### src/rtl/pairsrch_pkg.sv
package pairsrch_pkg;

  typedef enum logic [2:0] {
    ST_IDLE,
    ST_OPT_GO,
    ST_OPT_WAIT,
    ST_SRCH_GO,
    ST_SRCH_WAIT,
    ST_CHK_GO,
    ST_CHK_WAIT
  } srch_state_e;

  localparam int WORD_W = 16;

  // standard-mode layout: sample-1 at 10:8, step-1 at 5:0
  function automatic logic [WORD_W-1:0] pack_std(input logic [2:0] smp_m1,
                                                 input logic [5:0] stp_m1);
    return {5'b0, smp_m1, 2'b0, stp_m1};
  endfunction

  // high-speed layout: sample-1 at 14:12, step-1 at 10:8, low two bits set
  function automatic logic [WORD_W-1:0] pack_hs(input logic [2:0] smp_m1,
                                                input logic [2:0] stp_m1);
    return {1'b0, smp_m1, 1'b0, stp_m1, 8'h03};
  endfunction

  localparam logic [WORD_W-1:0] HS_TIMING_FIXED = 16'h1303;

endpackage

### src/rtl/pairsrch_div.sv
module pairsrch_div #(
  parameter int W = 32
) (
  input  logic         clk,
  input  logic         rst_n,
  input  logic         go,
  input  logic [W-1:0] dividend,
  input  logic [W-1:0] divisor,
  output logic         busy,
  output logic         done,
  output logic [W-1:0] quo,
  output logic [W-1:0] rem
);
  localparam int CW = $clog2(W + 1);

  logic [W-1:0]  q_r, d_r, n_r, r_r;
  logic [CW-1:0] cnt_r;
  logic          done_r;
  logic [W:0]    shifted, diff;
  logic          fits;

  always_comb begin
    shifted = {r_r, q_r[W-1]};
    diff    = shifted - {1'b0, d_r};
    fits    = shifted >= {1'b0, d_r};
  end

  always_ff @(posedge clk or negedge rst_n) begin
    if (!rst_n) begin
      q_r    <= '0;
      d_r    <= '0;
      n_r    <= '0;
      r_r    <= '0;
      cnt_r  <= '0;
      done_r <= 1'b0;
    end else if (go && cnt_r == '0) begin
      q_r    <= dividend;
      n_r    <= dividend;
      d_r    <= divisor;
      r_r    <= '0;
      cnt_r  <= CW'(W);
      done_r <= 1'b0;
    end else if (cnt_r != '0) begin
      r_r    <= fits ? diff[W-1:0] : shifted[W-1:0];
      q_r    <= {q_r[W-2:0], fits};
      cnt_r  <= cnt_r - 1'b1;
      done_r <= (cnt_r == CW'(1));
    end else begin
      done_r <= 1'b0;
    end
  end

  assign busy = (cnt_r != '0);
  assign done = done_r;
  assign quo  = q_r;
  assign rem  = r_r;

  assert_div_identity_R3: assert property (@(posedge clk) disable iff (!rst_n)
    done |-> ((64'(q_r) * 64'(d_r) + 64'(r_r)) == 64'(n_r)));
  assert_div_rem_below_R3: assert property (@(posedge clk) disable iff (!rst_n)
    done |-> (r_r < d_r));
endmodule

### src/rtl/pairsrch_pack.sv
module pairsrch_pack
  import pairsrch_pkg::*;
#(
  parameter int SMP_W = 4,
  parameter int STP_W = 7
) (
  input  logic              hs_mode,
  input  logic [SMP_W-1:0]  smp,
  input  logic [STP_W-1:0]  stp,
  output logic [WORD_W-1:0] timing_w,
  output logic [WORD_W-1:0] hs_w
);
  logic [SMP_W-1:0] smp_m1;
  logic [STP_W-1:0] stp_m1;

  always_comb begin
    smp_m1 = smp - 1'b1;
    stp_m1 = stp - 1'b1;
    if (hs_mode) begin
      timing_w = HS_TIMING_FIXED;
      hs_w     = pack_hs(smp_m1[2:0], stp_m1[2:0]);
    end else begin
      timing_w = pack_std(smp_m1[2:0], stp_m1[5:0]);
      hs_w     = '0;
    end
  end
endmodule

### src/rtl/i2c_pair_search.sv
module i2c_pair_search
  import pairsrch_pkg::*;
#(
  parameter int RATE_W      = 32,
  parameter int CLAMP_HZ    = 3400000,
  parameter int FS_MAX_HZ   = 400000,
  parameter int SAMPLE_MAX  = 8,
  parameter int STEP_MAX_FS = 64,
  parameter int STEP_MAX_HS = 8
) (
  input  logic              clk,
  input  logic              rst_n,
  input  logic              start,
  input  logic [RATE_W-1:0] src_hz,
  input  logic [RATE_W-1:0] tgt_hz,
  output logic              done,
  output logic              err,
  output logic [15:0]       timing_word,
  output logic [15:0]       hs_word
);
  localparam int SMP_W  = $clog2(SAMPLE_MAX + 1);
  localparam int STP_W  = $clog2(STEP_MAX_FS + 1);
  localparam int PROD_W = $clog2(SAMPLE_MAX * STEP_MAX_FS + 1) + 1;

  srch_state_e       state;
  logic [RATE_W-1:0] src_r, tgt_r, opt_r;
  logic              hs_r;
  logic [STP_W-1:0]  max_step;
  logic [SMP_W-1:0]  s_r, best_s;
  logic [STP_W-1:0]  best_st;
  logic [PROD_W-1:0] best_mul;
  logic              done_r, err_r;
  logic [15:0]       timing_r, hsw_r;

  // named events
  logic              accept;
  logic [RATE_W-1:0] tgt_c;
  logic              div_go, div_busy, div_done;
  logic [RATE_W-1:0] div_a, div_b, quo, rem;
  logic [RATE_W-1:0] ceil_q;
  logic              step_fits, cand_better, exact_hit, last_cand;
  logic [PROD_W-1:0] prod;
  logic [15:0]       pk_timing, pk_hs;

  assign accept = start && (state == ST_IDLE);
  assign tgt_c  = (tgt_hz > RATE_W'(CLAMP_HZ)) ? RATE_W'(CLAMP_HZ) : tgt_hz;

  always_comb begin
    div_go = 1'b0;
    div_a  = '0;
    div_b  = '0;
    case (state)
      ST_OPT_GO:  begin div_go = 1'b1; div_a = src_r >> 1; div_b = tgt_r; end
      ST_SRCH_GO: begin div_go = 1'b1; div_a = opt_r; div_b = RATE_W'(s_r); end
      ST_CHK_GO:  begin div_go = 1'b1; div_a = src_r; div_b = RATE_W'(best_mul) << 1; end
      default: ;
    endcase
  end

  pairsrch_div #(.W(RATE_W)) div_i (
    .clk(clk), .rst_n(rst_n), .go(div_go), .dividend(div_a), .divisor(div_b),
    .busy(div_busy), .done(div_done), .quo(quo), .rem(rem)
  );

  always_comb begin
    ceil_q      = quo + RATE_W'(rem != '0);
    step_fits   = ceil_q <= RATE_W'(max_step);
    prod        = PROD_W'(ceil_q[STP_W-1:0]) * PROD_W'(s_r);
    cand_better = step_fits && (prod < best_mul);
    exact_hit   = cand_better && (RATE_W'(prod) == opt_r);
    last_cand   = (s_r == SMP_W'(SAMPLE_MAX));
  end

  pairsrch_pack #(.SMP_W(SMP_W), .STP_W(STP_W)) pack_i (
    .hs_mode(hs_r), .smp(best_s), .stp(best_st),
    .timing_w(pk_timing), .hs_w(pk_hs)
  );

  always_ff @(posedge clk or negedge rst_n) begin
    if (!rst_n) begin
      state    <= ST_IDLE;
      src_r    <= '0;
      tgt_r    <= '0;
      opt_r    <= '0;
      hs_r     <= 1'b0;
      max_step <= '0;
      s_r      <= '0;
      best_s   <= '0;
      best_st  <= '0;
      best_mul <= '0;
      done_r   <= 1'b0;
      err_r    <= 1'b0;
      timing_r <= '0;
      hsw_r    <= '0;
    end else begin
      done_r <= 1'b0;
      case (state)
        ST_IDLE: if (accept) begin
          src_r    <= src_hz;
          tgt_r    <= tgt_c;
          hs_r     <= tgt_c > RATE_W'(FS_MAX_HZ);
          max_step <= (tgt_c > RATE_W'(FS_MAX_HZ)) ? STP_W'(STEP_MAX_HS)
                                                   : STP_W'(STEP_MAX_FS);
          state    <= ST_OPT_GO;
        end
        ST_OPT_GO:  state <= ST_OPT_WAIT;
        ST_OPT_WAIT: if (div_done) begin
          opt_r    <= ceil_q;
          s_r      <= SMP_W'(1);
          best_s   <= SMP_W'(SAMPLE_MAX);
          best_st  <= max_step;
          best_mul <= PROD_W'(SAMPLE_MAX) * PROD_W'(max_step);
          state    <= ST_SRCH_GO;
        end
        ST_SRCH_GO: state <= ST_SRCH_WAIT;
        ST_SRCH_WAIT: if (div_done) begin
          if (cand_better) begin
            best_mul <= prod;
            best_s   <= s_r;
            best_st  <= ceil_q[STP_W-1:0];
          end
          if (exact_hit || last_cand) state <= ST_CHK_GO;
          else begin
            s_r   <= s_r + 1'b1;
            state <= ST_SRCH_GO;
          end
        end
        ST_CHK_GO: state <= ST_CHK_WAIT;
        ST_CHK_WAIT: if (div_done) begin
          err_r    <= quo > tgt_r;
          timing_r <= pk_timing;
          hsw_r    <= pk_hs;
          done_r   <= 1'b1;
          state    <= ST_IDLE;
        end
        default: state <= ST_IDLE;
      endcase
    end
  end

  assign done        = done_r;
  assign err         = err_r;
  assign timing_word = timing_r;
  assign hs_word     = hsw_r;

  assert_done_pulse_R9: assert property (@(posedge clk) disable iff (!rst_n)
    done |=> !done);
  assert_busy_ignore_R10: assert property (@(posedge clk) disable iff (!rst_n)
    (start && state != ST_IDLE) |=> ($stable(tgt_r) && $stable(src_r)));
  assert_hs_layout_R8: assert property (@(posedge clk) disable iff (!rst_n)
    (done && hs_r) |-> (timing_word == 16'h1303 && hs_word[1:0] == 2'b11));
  assert_std_layout_R7: assert property (@(posedge clk) disable iff (!rst_n)
    (done && !hs_r) |-> (hs_word == 16'h0000));
  assert_step_limit_R2: assert property (@(posedge clk) disable iff (!rst_n)
    done |-> (best_st != '0 && best_st <= max_step));
  assert_sample_range_R4: assert property (@(posedge clk) disable iff (!rst_n)
    done |-> (best_s != '0 && best_s <= SMP_W'(SAMPLE_MAX)));
  assert_div_idle_go_R3: assert property (@(posedge clk) disable iff (!rst_n)
    div_go |-> !div_busy);
endmodule

### config.mk
export PLATFORM = sky130hd
export DESIGN_NAME = i2c_pair_search
export DESIGN_NICKNAME = d
export VERILOG_FILES = /design/src/rtl/pairsrch_pkg.sv /design/src/rtl/pairsrch_div.sv /design/src/rtl/pairsrch_pack.sv /design/src/rtl/i2c_pair_search.sv
export SDC_FILE = /design/constraint.sdc
export NUM_CORES = 1
export LEC_CHECK = 0
export ABC_CLOCK_PERIOD_IN_PS = 6700
export BUFFER_PORTS_ARGS = -buffer_cell sky130_fd_sc_hd__buf_2
export CAP_MARGIN = 20
export CORE_ASPECT_RATIO = 1.75
export CORE_UTILIZATION = 30
export CTS_BUF_LIST = sky130_fd_sc_hd__clkbuf_8
export CTS_CLUSTER_SIZE = 30
export DETAILED_ROUTE_END_ITERATION = 12
export GPL_ROUTABILITY_DRIVEN = 0
export RECOVER_POWER = 25
export SETUP_SLACK_MARGIN = 0.1
export SYNTH_ARGS = -nofsm -noshare
export SYNTH_HDL_FRONTEND = slang
export SYNTH_SLANG_ARGS = --single-unit
### constraint.sdc
create_clock -name clk -period 6.7 [get_ports clk]
set_input_delay 0.335 -clock clk [delete_from_list [all_inputs] [get_ports clk]]
set_output_delay 0.335 -clock clk [all_outputs]
set_load 0.01 [all_outputs]
==> results.json <==
{
  "status": "finished with violations",
  "violations": "max-capacitance violations, max-slew violations, negative setup slack",
  "arrival_ns": 7.16,
  "clock_latency_ns": 0.56,
  "root_buffer": "clkbuf_8",
  "crit_path_top_delay_cell": "or4_4",
  "worst_pin_slew_ns": 5.44,
  "initial_core_util": 0.305,
  "ys_warn_count": 0,
  "synth_cell_type_count": 86,
  "worst_clock_skew_ns": 0.0242,
  "drt-initial-drc-count": 732,
  "cp-end-kind": "register",
  "setup_violations": 8,
  "die_h_um": 311,
  "slew_violations": 113,
  "crit_type": "register to register",
  "tns_ns": -0.109,
  "cts.path.max_buffers": 3,
  "drive_gt1_frac": 0.165,
  "peakVddDrop_v": 0.000155,
  "syn_to_final_growth_pct": 19.5,
  "hold_path.class": "input pin to register",
  "yosys.area.top_type_share": 0.377,
  "coreArea_sq_um": 53500,
  "start_kind": "register",
  "synth_top_area_cell": "dfrtp_1",
  "synth_common_cells": "333 x nand2_1, 246 x dfrtp_1, 170 x nor2_1",
  "max_freq_ghz": 0.149,
  "rsz0062_at_grt": "true",
  "place_inst": 2719,
  "syn_inst": 1968,
  "row_count": 112,
  "grt.overflow.total": 0,
  "yosysMostFrequentCell": "nand2_1",
  "pin_count": 101,
  "wl_um": 52100,
  "synth.area.top_cells": "dfrtp_1 38%, nand2_1 7.6%, ha_1 7.6%, a21oi_1 4.7%, nor2_1 3.9%",
  "maxCapViolCount": 1,
  "p_leak_nw": 8.66,
  "drtAntennaViolNets": 0,
  "dieWidth_um": 178,
  "die_area_sq_um": 55500,
  "cts-buffers-inserted": 36,
  "grt_max_degree": 136,
  "clock_sinks": 246,
  "cts.clk_slew.worst_paths_ns": 0.07,
  "final_nets": 2298,
  "ys_ff_latch": 246,
  "synth_area_per_cell_sq_um": 8.30,
  "instances_no_fill": 2832,
  "crit_required_ns": 7.14,
  "io_buffers": 86,
  "min_period_ns": 6.73,
  "worstPathMaxFanout": 9,
  "ys.flop_type": "dfrtp_1",
  "dpl.hpwl_um": 38700,
  "finalWorstSetupSlack_ns": -0.0251,
  "yosysSeqAreaShare": 0.377,
  "globalRouteTotalUtil": 0.190,
  "vias": 14900,
  "max_stage_delay_ns": 0.58,
  "post-route-drc-count": 0,
  "synth_edf_count": 0,
  "cts_max_level": 2,
  "slew_headroom": -2.63,
  "grt_pass1_vias": 15100,
  "synth_area_sq_um": 16300,
  "wl_per_cell_um": 18.4,
  "finalHoldViolations": 0,
  "antenna_found_initial": 1,
  "async_flop_share": 1.00,
  "cts_tree": "built",
  "drtPass1Iterations": 6,
  "power_density_nw_per_um2": 485,
  "via_per_inst": 5.25,
  "min_period_over_period": 1.00,
  "grt_first_pass_wirelength_um": 82300
}
-- where the power goes --
part | total [mW] | switching, mW | internal, mW
combinational | 5.64 | 3.28 | 2.36
sequential | 2.56 | 0.584 | 1.98
clock | 1.27 | 0.614 | 0.658
total | 9.47 | 4.48 | 4.99
-- cell usage in the layout, fill, tap and decap left out, types with 10 or more instances in the layout --
master,n
a21o_1,33
a21oi_1,151
a221oi_1,38
a31oi_1,32
and2_1,17
and3_1,14
buf_2,78
buf_4,100
clkbuf_8,46
conb_1,14
dfrtp_1,244
dlygate4sd3_1,33
fa_1,10
ha_1,92
inv_1,127
mux2_2,10
nand2_1,314
nand2_2,13
nand2b_1,13
nand3_1,48
nand4_1,24
nor2_1,166
nor2b_1,51
nor3_1,21
nor4_1,22
o21a_1,13
o21ai_0,114
o31ai_1,14
xnor2_1,34
xor2_1,34
-- worst paths after layout --
kind | from | endpoint | slack [ns] | depth (start not counted)
worst max-delay path | div_i.rem[26] | best_mul[4] | -0.03 | 32
worst max register to register | div_i.rem[26] | best_mul[4] | -0.03 | 32
max in group asynchronous | rst_n | src_r[29] | 1.10 | 2
worst min register to register | src_r[11] | src_r[11] | 0.46 | 2
min in group asynchronous | rst_n | best_mul[5] | 2.53 | 2
worst min-delay path | tgt_hz[7] | tgt_r[7] | 0.04 | 3
-- registers in the layout, summed over array words and instances (netlist names), 7 cells and up --
signal	flops
div_i.d_r	32
div_i.quo	32
div_i.rem	32
opt_r	32
src_r	32
tgt_r	32
best_mul	11
timing_word	9
hs_word	7
-- worst max-delay path, delay by kind of cell (launching register included) --
family,cells,cell delay [ns]
flip-flops,1,0.40
AND/OR/NAND/NOR,11,2.28
buffers and inverters,8,1.09
adder cells (fa/ha/maj),6,1.86
AO/OA/AOI/OAI,5,0.78
XOR/XNOR,2,0.16
-- cell type report --
type | count | area, sq um
repair buffers | 235 | 1800
multi-input cells | 1483 | 9520
well taps | 684 | 856
fillers | 5539 | 34000
inverters | 119 | 447
clock buffers | 46 | 633
clock inverters | 17 | 104
flip-flops and latches | 246 | 6160
diodes | 2 | 5.00
-- metrics by stage --
| stage | area, sq um | power, mW | setup WS, ns | hold WS (ns) | utilization |
|---|---|---|---|---|---|
| after floorplan | 16400 | 6.10 | 0.101 | 0.0394 | - |
| after global placement | 17800 | 7.77 | -0.585 | 0.451 | 0.333 |
| after detailed placement | 17800 | 7.89 | -0.588 | 0.456 | 0.333 |
| after CTS | 19300 | 9.36 | -0.165 | 0.0162 | 0.361 |
| after global routing | 19500 | 10.2 | -0.209 | 0.0712 | 0.365 |
| final | 19500 | 9.47 | -0.0251 | 0.0377 | 0.365 |
-- repair_timing --
| item | 4_1_cts | 5_1_grt |
|---|---|---|
| resized for setup | 65 | 33 |
| setup buffers | 6 | 1 |
| gates cloned | 6 | 0 |
| hold buffers | 33 | 0 |
| setup endpoints to repair | 26 | 26 |
| pin swaps | 30 | 28 |
| endpoints found under the hold margin | 143 | 0 |
-- cells by family (layout without fill, tap and decap cells) --
kind of cell,count (synthesis),count (layout),synth area share
AO/OA/AOI/OAI,488,488,0.187
XOR/XNOR,77,77,0.0433
adder cells (fa/ha/maj),110,110,0.0893
buffers and inverters,252,417,0.0688
flip-flops,246,246,0.377
multiplexers,18,18,0.0118
other,1,16,0.000229
AND/OR/NAND/NOR,776,776,0.223
-- routing by layer --
metal,GRT usage,up-vias,part of all wire
met5,0,-,0
met4,0.133,0,0.073
met2,0.336,471,0.52
met3,0.0231,148,0.039
li1,-,7112,-
met1,0.205,7136,0.37
Note: power is estimated with default switching activity, not from simulation.
